**src/rtl/loop_bypass_ctrl.sv**
```systemverilog
module loop_bypass_ctrl #(
  parameter int NPORTS = 2
) (
  input  logic              clk,
  input  logic              rst_n,
  input  logic [NPORTS-1:0] byp_prim,
  input  logic [NPORTS-1:0] ena_prim,
  input  logic              selftest_done,
  input  logic              fail_wrap,
  input  logic              fail_rxclk,
  input  logic              fail_txclk,
  input  logic              fail_intf,
  output logic [NPORTS-1:0] byp_n,
  output logic [NPORTS-1:0] led_n
);

  logic              fail_now;
  logic              fail_seen;
  logic              fault;
  logic [NPORTS-1:0] bypassed;

  assign fail_now = fail_wrap | fail_rxclk | fail_txclk | fail_intf;
  assign fault    = fail_now | fail_seen;

  always_ff @(posedge clk or negedge rst_n) begin
    if (!rst_n) fail_seen <= 1'b0;
    else if (fail_now) fail_seen <= 1'b1;
  end

  for (genvar p = 0; p < NPORTS; p++) begin : g_port
    always_ff @(posedge clk or negedge rst_n) begin
      if (!rst_n)
        bypassed[p] <= 1'b1;
      else if (fault || byp_prim[p])
        bypassed[p] <= 1'b1;
      else if (ena_prim[p] && selftest_done)
        bypassed[p] <= 1'b0;
    end

    p_byp_prim_r3: assert property (@(posedge clk) disable iff (!rst_n)
      byp_prim[p] |=> !byp_n[p]);

    p_release_r4: assert property (@(posedge clk) disable iff (!rst_n)
      (ena_prim[p] && !byp_prim[p] && selftest_done && !fail_now && !fail_seen) |=> byp_n[p]);

    p_no_release_r5: assert property (@(posedge clk) disable iff (!rst_n)
      !selftest_done |=> !$rose(byp_n[p]));

    p_hold_r9: assert property (@(posedge clk) disable iff (!rst_n)
      (!byp_prim[p] && !ena_prim[p] && !fail_now) |=> $stable(byp_n[p]));
  end

  p_fail_r6: assert property (@(posedge clk) disable iff (!rst_n)
    fail_now |=> (byp_n == '0));

  p_sticky_r7: assert property (@(posedge clk) disable iff (!rst_n)
    fail_seen |-> (byp_n == '0));

  assign byp_n = ~bypassed;
  assign led_n = ~bypassed;

endmodule

```
**config.mk**
```make
export PLATFORM = sky130hd
export DESIGN_NAME = loop_bypass_ctrl
export DESIGN_NICKNAME = d
export VERILOG_FILES = /design/src/rtl/loop_bypass_ctrl.sv
export SDC_FILE = /design/constraint.sdc
export NUM_CORES = 1
export LEC_CHECK = 0
export ABC_AREA = 1
export BUFFER_PORTS_ARGS = -buffer_cell sky130_fd_sc_hd__buf_2
export CAP_MARGIN = 30
export CORE_AREA = 2 2 39 41
export CTS_BUF_LIST = sky130_fd_sc_hd__clkbuf_4
export DETAILED_ROUTE_END_ITERATION = 10
export DIE_AREA = 0 0 41 43
export GPL_ROUTABILITY_DRIVEN = 0
export PLACE_DENSITY = 0.34
export SKIP_LAST_GASP = 1
export SLEW_MARGIN = 20
export SYNTH_ARGS = -nofsm -noshare
export SYNTH_HDL_FRONTEND = slang
export SYNTH_SLANG_ARGS = --single-unit
```
**constraint.sdc**
```tcl
create_clock -name clk -period 0.8 [get_ports clk]
set_input_delay 0 -clock clk [delete_from_list [all_inputs] [get_ports clk]]
set_output_delay 0 -clock clk [all_outputs]
set_load 0.02 [all_outputs]
```
==> qor.txt, run 1 <==
outcome -> finished, violations left
failing checks -> setup timing
Worst EP arrival -> 0.93 ns
Cell Pwr Density -> 1570 nW/um^2
final std cells w/o fill -> 56
vias post-DR -> 177
met2 usage -> 7.50%
met1 Use GR -> 6.49%
proportion of layout cells with a drive suffix above 1 -> 57.5%
Avg Vias per Cell -> 3.16
clk_lat worst skew -> 0.23 ns
critical path peak fanout -> 2
critical-path cell list -> inv_2, buf_6
wire per inst -> 7.57 um
RSZ-0062 raised after global routing -> true
Global Route met3 Usage -> 6.28%
Tcrit/Tclk final -> 116%
most common library cell in the layout ignoring fill and taps -> buf_2
largest family of logic cells by synthesized area -> buffers and inverters
synth-to-layout area growth -> 102%
Final Hold Viols -> 0
Leak Pwr -> 0.169 nW
adder-cell share of the synthesized area -> 0%
fill count -> 155
Initial Util -> 11.4%
Max-slew headroom -> 89.1%
initial antenna violation count -> 0
die area -> 1760 sq um
nets -> 52
DRC Markers -> 0
Yosys reg bits -> 3
TritonCTS clock tree -> done
overall power -> 0.500 mW
# rows -> 14
TritonCTS Buffers -> 3
IO Pins -> 15
Seq/Total Area, Yosys -> 49.2%
Cell variety after synth -> 8
fin crit period -> 0.927 ns
Crit-path slowest cell -> dfstp_2
max frequency -> 1.08 GHz
syn_area_per_cell -> 7.51 sq um
setup slack after layout -> -0.127 ns
Placed Cells incl. Taps -> 49
clk sinks -> 3
CTS root buf -> clkbuf_4
Final ANT Viol Nets -> 0
Cells after Synth -> 21
synth warn -> 0
Initial DRC Count -> 0
die height -> 43 um
clk buf depth -> 2
Min-Delay Path Class -> input pin to flop
peak supply drop -> 0.000718 V
Total GRT Usage -> 5.94%
CP required -> 0.80 ns
vias in the first global route -> 170
clk_skew -> 0.00301 ns
DP HPWL -> 286 um
Die Span X -> 41 um
drt total wl -> 424 um
simple-gate portion of the synthesized area -> 20.6%
first-pass GRT wire length -> 621 um
grt total ovfl -> 0
WS Path Type -> flop to output pin
post-synthesis cell area -> 158 sq um
xor and xnor fraction of the mapped netlist area -> 0%
First-pass DRT Iterations -> 1
GR peak layer -> met2
H-tree Lvls -> 1
commonest non-fill, non-tap cells in the layout -> buf_2, nand2_1, inv_1, clkbuf_4, buf_6
Post-Synthesis Net Count -> 32
Worst-Margin Slew -> 0.164 ns
Placeable Area -> 1380 sq um
CP endpoint kind -> output pin
port bufs -> 14
CP peak stage delay -> 0.53 ns
pin count of the biggest net entering global routing -> 4
MaxCap Viol Count -> 0
Fin Hold WS -> 0.0493 ns
post-synthesis mux area share -> 0%
Final setup viols -> 4
# diodes -> 0
dpl ws -> -0.00452 ns
final slew viol count -> 0
Clk pin slew, worst setup/hold paths -> 0.04 ns
FF-to-FF setup slack -> 0 ns
Critical Path Start Type -> flop
Compound-Gate Fraction of Synth Area -> 6.35%
-- worst paths after layout --
path,from,end,cells after the start
max in group asynchronous,rst_n,bypassed[1],2
worst min-delay path,fail_rxclk,fail_seen,5
worst min register to register,fail_seen,fail_seen,4
min in group asynchronous,rst_n,fail_seen,2
worst max register to register,fail_seen,fail_seen,4
worst max-delay path,bypassed[1],led_n[1],2
-- cells in the mapped netlist --
cell	instances	area, sq um
nor2_2	1	6.26
nor2_1	1	3.75
dfstp_2	2	52.6
a21oi_1	2	10.0
buf_4	2	15.0
nand2_1	6	22.5
dfrtp_1	1	25.0
inv_1	6	22.5
-- metal layers --
metal	routed length, um	vias up
met5	0	-
met4	0	0
met3	74	0
met2	152	18
met1	197	64
li1	-	95
-- worst max-delay path: cells and delay by family (launching register included) --
kind     cells  cell delay (ns)
flops        1             0.53
buf+inv      2             0.16
-- what timing repair did --
| item | CTS | global route |
|---|---|---|
| setup endpoints to repair | 5 | 7 |
| buffers inserted | 0 | 0 |
| hold endpoints to repair | 5 | 0 |
| pin swaps | 0 | 0 |
| resized for setup | 10 | 0 |
| hold buffers | 3 | 0 |
-- sequential cells by signal, indices dropped and copies added (netlist names) --
register	flops
bypassed	2
fail_seen	1
-- per-stage QoR --
stage / cell area [sq um] / TNS, ns / util (%)
after global routing: 318 / -0.815 / 23.0
after global placement: 233 / -0.00896 / 16.8
after CTS: 318 / -0.542 / 23.0
after detailed placement: 233 / -0.00452 / 16.8
after floorplan: 158 / 0 / -
final: 318 / -0.506 / 23.0
-- power by group --
group          switching (mW)  leakage, nW  internal, mW
Combinational          0.0166        0.121        0.0303
Sequential                  0       0.0298         0.153
Clock                  0.0795       0.0184         0.221
Total                  0.0961        0.169         0.404
-- logic make-up after synthesis --
kind of cell	after synthesis
DFF	3
AOI/OAI and AO/OA	2
and+or+nand+nor	8
buffers and inverters	8
-- cell type report --
class                           count  area (sq um)  share of cell area [%]
Multi-Input combinational cell     10          42.5                    13.4
Tap cell                           16          20.0                    6.30
Timing Repair Buffer               17           125                    39.4
Inverter                            6          22.5                    7.09
Clock buffer                        4          30.0                    9.45
Sequential cell                     3          77.6                    24.4
(Power assumes the default switching activity.)
==> run 2: changes to the inputs <==
--- a/config.mk
+++ b/config.mk
@@ -13,7 +13,7 @@
 export DETAILED_ROUTE_END_ITERATION = 10
 export DIE_AREA = 0 0 41 43
 export GPL_ROUTABILITY_DRIVEN = 0
-export PLACE_DENSITY = 0.34
+export PLACE_DENSITY = 0.33
 export SKIP_LAST_GASP = 1
 export SLEW_MARGIN = 20
 export SYNTH_ARGS = -nofsm -noshare
==> constraint.sdc (replaced) <==
create_clock -name clk -period 1.13 [get_ports clk]
set_input_delay 0 -clock clk [delete_from_list [all_inputs] [get_ports clk]]
set_output_delay 0 -clock clk [all_outputs]
set_load 0.02 [all_outputs]
==> run 2 against run 1 <==
Against the previous run:
- the flow now finishes without violations
- utilization shrank 1.8 points
- sequential share of layout area grew 2.1 points
- design area shrank 7.9%
- combinational power shrank 30%
- power shrank 30%
- sequential power shrank 29%
- hold slack gained 0.0019 ns
- first-iteration DRC count grew 1
- wire length shrank 13%
- worst setup slack gained 0.32 ns
- critical path type unchanged
- critical endpoint unchanged
==> qor.txt, run 2 (synthesized netlist as in run 1, its figures left out) <==
Cell Pwr Density -> 1190 nW/um^2 (was 1570 nW/um^2)
Placed Cells incl. Taps -> 49 (unchanged)
Clk pin slew, worst setup/hold paths -> 0.04 ns (about the same)
Final setup viols -> 0 (was 4)
# rows -> 14 (unchanged)
Critical Path Start Type -> flop (unchanged)
port bufs -> 14 (unchanged)
DP HPWL -> 287 um (was 286 um)
vias post-DR -> 164 (was 177)
Final Hold Viols -> 0 (unchanged)
Crit-path slowest cell -> dfstp_2 (unchanged)
die height -> 43 um (unchanged)
sequential share of power -> 31.0% (was 30.6%)
final slew viol count -> 0 (unchanged)
Clk pwr share -> 59.7% (was 60.0%)
Placed Area -> 233 sq um (unchanged)
Die Span X -> 41 um (unchanged)
# resized after CTS -> 0 (was 10)
initial antenna violation count -> 0 (unchanged)
MaxCap Viol Count -> 0 (unchanged)
Total GRT Usage -> 5.04% (was 5.94%)
setup slack after layout -> 0.194 ns (was -0.127 ns)
Initial Util -> 11.4% (unchanged)
CP peak stage delay -> 0.52 ns (was 0.53 ns)
Buffers & Inverters on Critical Path -> 2 (unchanged)
critical-path cell list -> inv_1, buf_2 (was inv_2, buf_6)
Post-CTS Hold Buffers -> 3 (unchanged)
Final ANT Viol Nets -> 0 (unchanged)
Largest regs -> bypassed: 2 flops, fail_seen: 1 flops (unchanged)
Tcrit/Tclk final -> 82.8%
overall power -> 0.350 mW (was 0.500 mW)
DRC Markers -> 0 (unchanged)
Max-slew headroom -> 89.5% (was 89.1%)
IO Pins -> 15 (unchanged)
peak supply drop -> 0.000252 V (was 0.000718 V)
CP endpoint kind -> output pin (unchanged)
outcome -> finished clean (was finished, violations left)
dpl ws -> 0.322 ns (was -0.00452 ns)
RSZ-0062 raised after global routing -> false (was true)
grt total ovfl -> 0 (unchanged)
Placeable Area -> 1380 sq um (unchanged)
TNS Setup -> 0 ns (was -0.506 ns)
CP required -> 1.13 ns (was 0.80 ns)
# diodes -> 0 (unchanged)
Initial DRC Count -> 1 (was 0)
Avg Vias per Cell -> 2.93 (was 3.16)
WS Path Type -> flop to output pin (unchanged)
fin util -> 21.2% (was 23.0%)
synth-to-layout area growth -> 85.7% (was 102%)
Crit path max-delay family -> flip-flops (unchanged)
most common library cell in the layout ignoring fill and taps -> buf_2 (unchanged)
Most flops, register -> bypassed (unchanged)
TritonCTS clock tree -> done (unchanged)
clk buf depth -> 2 (unchanged)
critical path peak fanout -> 2 (unchanged)
commonest non-fill, non-tap cells in the layout -> buf_2, inv_1, nand2_1 (was buf_2, nand2_1, inv_1, clkbuf_4, buf_6)
first-pass GRT wire length -> 510 um (was 621 um)
proportion of layout cells with a drive suffix above 1 -> 52.5% (was 57.5%)
max FFs per register -> 2 (unchanged)
combinational share of power -> 9.3% (was 9.4%)
Worst EP arrival -> 0.94 ns (was 0.93 ns)
nets -> 52 (unchanged)
wire per inst -> 6.61 um (was 7.57 um)
post-CTS setup buffers -> 0 (unchanged)
H-tree Lvls -> 1 (unchanged)
Fin Hold WS -> 0.0512 ns (was 0.0493 ns)
fin crit period -> 0.936 ns
drt total wl -> 370 um (was 424 um)
Min-Delay Path Class -> input pin to flop (unchanged)
clk sinks -> 3 (unchanged)
TritonCTS Buffers -> 3 (unchanged)
vias in the first global route -> 157 (was 170)
max frequency -> 1.07 GHz
Worst-Margin Slew -> 0.157 ns (was 0.164 ns)
First-pass DRT Iterations -> 3 (was 1)
clk_lat worst skew -> 0.23 ns (about the same)
CTS root buf -> clkbuf_4 (unchanged)
final std cells w/o fill -> 56 (unchanged)
Leak Pwr -> 0.172 nW (was 0.169 nW)
sw power -> 0.0639 mW (was 0.0961 mW)
Post-Layout Inst Area -> 293 sq um (was 318 sq um)
switching share of power -> 18.3% (was 19.2%)
pin count of the biggest net entering global routing -> 4 (unchanged)
clk_skew -> 0.00262 ns (was 0.00301 ns)
Pint -> 0.286 mW (was 0.404 mW)
die area -> 1760 sq um (unchanged)
==> run 2: cell count changes in the layout (fill, tap and decap cells not counted) <==
| cell | delta |
|---|---|
| buf_2 | +4 |
| inv_1 | +2 |
| buf_6 | -4 |
| inv_2 | -2 |
==> run 2: worst paths after layout <==
path	startpoint	cells past startpoint	slack, ns	to
min in group asynchronous	rst_n	2	0.09	fail_seen
max in group asynchronous	rst_n	2	0.84	bypassed[1]
setup / recovery	bypassed[1]	2	0.19	led_n[1]
hold / removal	fail_rxclk	5	0.05	fail_seen
setup reg to reg	fail_seen	4	0.32	fail_seen
hold reg to reg	fail_seen	4	0.55	fail_seen
==> run 2: cell type report <==
type	instances	area, sq um
multi-input combinational	10	42.5
tap	16	20.0
sequential	3	77.6
clock buffer	4	30.0
inverter	6	22.5
fill	155	1090
timing repair buffer	17	100
==> run 2: routing by layer <==
layer | part of all wire, % | vias up | GRT usage, % | routed length (um)
met1 | 46 | 56 | 4.55 | 171
met2 | 37 | 14 | 6.56 | 136
li1 | - | 94 | - | -
met5 | 0 | - | 0 | 0
met3 | 17 | 0 | 3.14 | 62
met4 | 0 | 0 | 6.00 | 0
==> run 2: power groups by stage <==
stage / registers [mW] / clock network, mW / logic (mW)
2_1_floorplan: 0.109 / 0 / 0.00589
3_3_place_gp: 0.109 / 0 / 0.0252
3_5_place_dp: 0.109 / 0 / 0.0252
4_1_cts: 0.108 / 0.220 / 0.0333
5_1_grt: 0.108 / 0.226 / 0.0362
6_report: 0.108 / 0.209 / 0.0327
==> run 2: worst min-delay path, cell delays in order <==
cell	delay [ns]
buf_2	0.07
nor2_1	0.03
nand2_1	0.06
nor2_2	0.05
inv_1	0.04
==> run 3: changes to the inputs <==
==> constraint.sdc (replaced) <==
create_clock -name clk -period 0.93 [get_ports clk]
set_input_delay 0 -clock clk [delete_from_list [all_inputs] [get_ports clk]]
set_output_delay 0 -clock clk [all_outputs]
set_load 0.02 [all_outputs]
==> run 3 against run 2 <==
Against the previous run:
- critical path type unchanged
- highest routed layer unchanged
- sequential power rose by 22%
- critical path depth did not move
- global-route usage is 1.7 points higher
==> qor.txt, run 3 (synthesized netlist as in run 1, its figures left out) <==
initial antenna violation count -> 0 (unchanged)
Critical Path Start Type -> flop (unchanged)
dpl ws -> 0.112 ns (was 0.322 ns)
vias post-DR -> 185 (was 164)
CP endpoint kind -> output pin (unchanged)
# rows -> 14 (unchanged)
Total GRT Usage -> 6.73% (was 5.04%)
CTS root buf -> clkbuf_4 (unchanged)
Die Span X -> 41 um (unchanged)
critical-path cell list -> inv_2, buf_6 (was inv_1, buf_2)
H-tree Lvls -> 1 (unchanged)
First-pass DRT Iterations -> 4 (was 3)
WS Path Type -> flop to output pin (unchanged)
Buffers & Inverters on Critical Path -> 2 (unchanged)
max FFs per register -> 2 (unchanged)
Final setup viols -> 0 (unchanged)
peak supply drop -> 0.000273 V (was 0.000252 V)
Placeable Area -> 1380 sq um (unchanged)
critical path peak fanout -> 2 (unchanged)
Crit path max-delay family -> flip-flops (unchanged)
DP HPWL -> 266 um (was 287 um)
IO Pins -> 15 (unchanged)
Avg Vias per Cell -> 3.30 (was 2.93)
fin crit period -> 0.926 ns
Placed Area -> 233 sq um (unchanged)
grt total ovfl -> 0 (unchanged)
most common library cell in the layout ignoring fill and taps -> buf_2 (unchanged)
Leak Pwr -> 0.169 nW (was 0.172 nW)
Final ANT Viol Nets -> 0 (unchanged)
CP required -> 0.93 ns (was 1.13 ns)
drt total wl -> 378 um (was 370 um)
Post-Layout Inst Area -> 318 sq um (was 293 sq um)
DRC Markers -> 0 (unchanged)
commonest non-fill, non-tap cells in the layout -> buf_2, nand2_1, inv_1, clkbuf_4, buf_6 (was buf_2, inv_1, nand2_1)
pin count of the biggest net entering global routing -> 4 (unchanged)
vias in the first global route -> 175 (was 157)
wire per inst -> 6.75 um (was 6.61 um)
clk_lat worst skew -> 0.24 ns (was 0.23 ns)
Crit-path slowest cell -> dfstp_2 (unchanged)
nets -> 52 (unchanged)
clk buf depth -> 2 (unchanged)
max frequency -> 1.08 GHz
Final Hold Viols -> 0 (unchanged)
port bufs -> 14 (unchanged)
TritonCTS Buffers -> 3 (unchanged)
Min-Delay Path Class -> input pin to flop (unchanged)
Worst-Margin Slew -> 0.141 ns (was 0.157 ns)
outcome -> finished clean (unchanged)
Max-slew headroom -> 90.6% (was 89.5%)
clk_skew -> 0.00259 ns (was 0.00262 ns)
Initial DRC Count -> 1 (unchanged)
Largest regs -> bypassed: 2 flops, fail_seen: 1 flops (unchanged)
final slew viol count -> 0 (unchanged)
CP peak stage delay -> 0.53 ns (was 0.52 ns)
Tcrit/Tclk final -> 99.6%
Cell Pwr Density -> 1380 nW/um^2 (was 1190 nW/um^2)
Initial Util -> 11.4% (unchanged)
die area -> 1760 sq um (unchanged)
MaxCap Viol Count -> 0 (unchanged)
Most flops, register -> bypassed (unchanged)
RSZ-0062 raised after global routing -> true (was false)
setup slack after layout -> 0.00389 ns (was 0.194 ns)
Worst EP arrival -> 0.93 ns (was 0.94 ns)
proportion of layout cells with a drive suffix above 1 -> 57.5% (was 52.5%)
Clk pin slew, worst setup/hold paths -> 0.04 ns (about the same)
# diodes -> 0 (unchanged)
die height -> 43 um (unchanged)
first-pass GRT wire length -> 676 um (was 510 um)
synth-to-layout area growth -> 102% (was 85.7%)
TritonCTS clock tree -> done (unchanged)
clk sinks -> 3 (unchanged)
[run 3: cell counts in the layout (fill, tap and decap cells not counted)]
Identical to the previous run, type by type.
[run 3: metrics by stage]
stage | hold slack (ns) | TNS [ns] | instances | total power [mW] | util [%]
floorplan | -0.296 | 0 | 21 | 0.140 | -
detailed placement | -0.200 | 0 | 49 | 0.163 | 16.8
global route | 0.0752 | -0.138 | 56 | 0.477 | 23.0
finish | 0.0457 | 0 | 56 | 0.438 | 23.0
global placement | -0.200 | 0 | 49 | 0.163 | 16.8
CTS | 0.0428 | -0.0230 | 56 | 0.449 | 23.0
[run 3: where the power goes]
part / switching (mW) / internal (mW)
sequential: 0 / 0.132
combinational: 0.0133 / 0.0261
clock: 0.0764 / 0.190
total: 0.0897 / 0.348
[run 3: per-layer routing]
metal / track usage, % / share of wire, % / vias to the layer above
li1: - / - / 94
met1: 4.52 / 40 / 75
met2: 9.06 / 45 / 16
met3: 6.28 / 15 / 0
met4: 8.00 / 0 / 0
met5: 0 / 0 / -
[run 3: final cells by class]
cell class	instances	area, sq um
fillers	160	1070
inverters	6	22.5
flip-flops and latches	3	77.6
well taps	16	20.0
multi-input cells	10	42.5
clock buffers	4	30.0
repair buffers	17	125
[run 3: timing repair]
item	in CTS	in global routing
endpoints found under the setup margin	4	4
gates resized for setup	10	0
cloned	0	0
buffers inserted	0	0
endpoints found under the hold margin	5	0
hold buffers	3	0
[run 3: final timing paths]
| kind | from | endpoint | slack [ns] | cells past startpoint |
|---|---|---|---|---|
| hold reg to reg | fail_seen | fail_seen | 0.54 | 4 |
| setup reg to reg | fail_seen | fail_seen | 0.13 | 4 |
| setup / recovery | bypassed[1] | led_n[1] | 0.004 | 2 |
| max in group asynchronous | rst_n | bypassed[0] | 0.64 | 2 |
| min in group asynchronous | rst_n | fail_seen | 0.09 | 2 |
| hold / removal | ena_prim[0] | bypassed[0] | 0.05 | 4 |
[run 3: worst min-delay path, delay by kind of cell]
family / cells / cell delay [ns]
AO/OA/AOI/OAI: 1 / 0.05
buffers and inverters: 1 / 0.09
AND/OR/NAND/NOR: 2 / 0.09
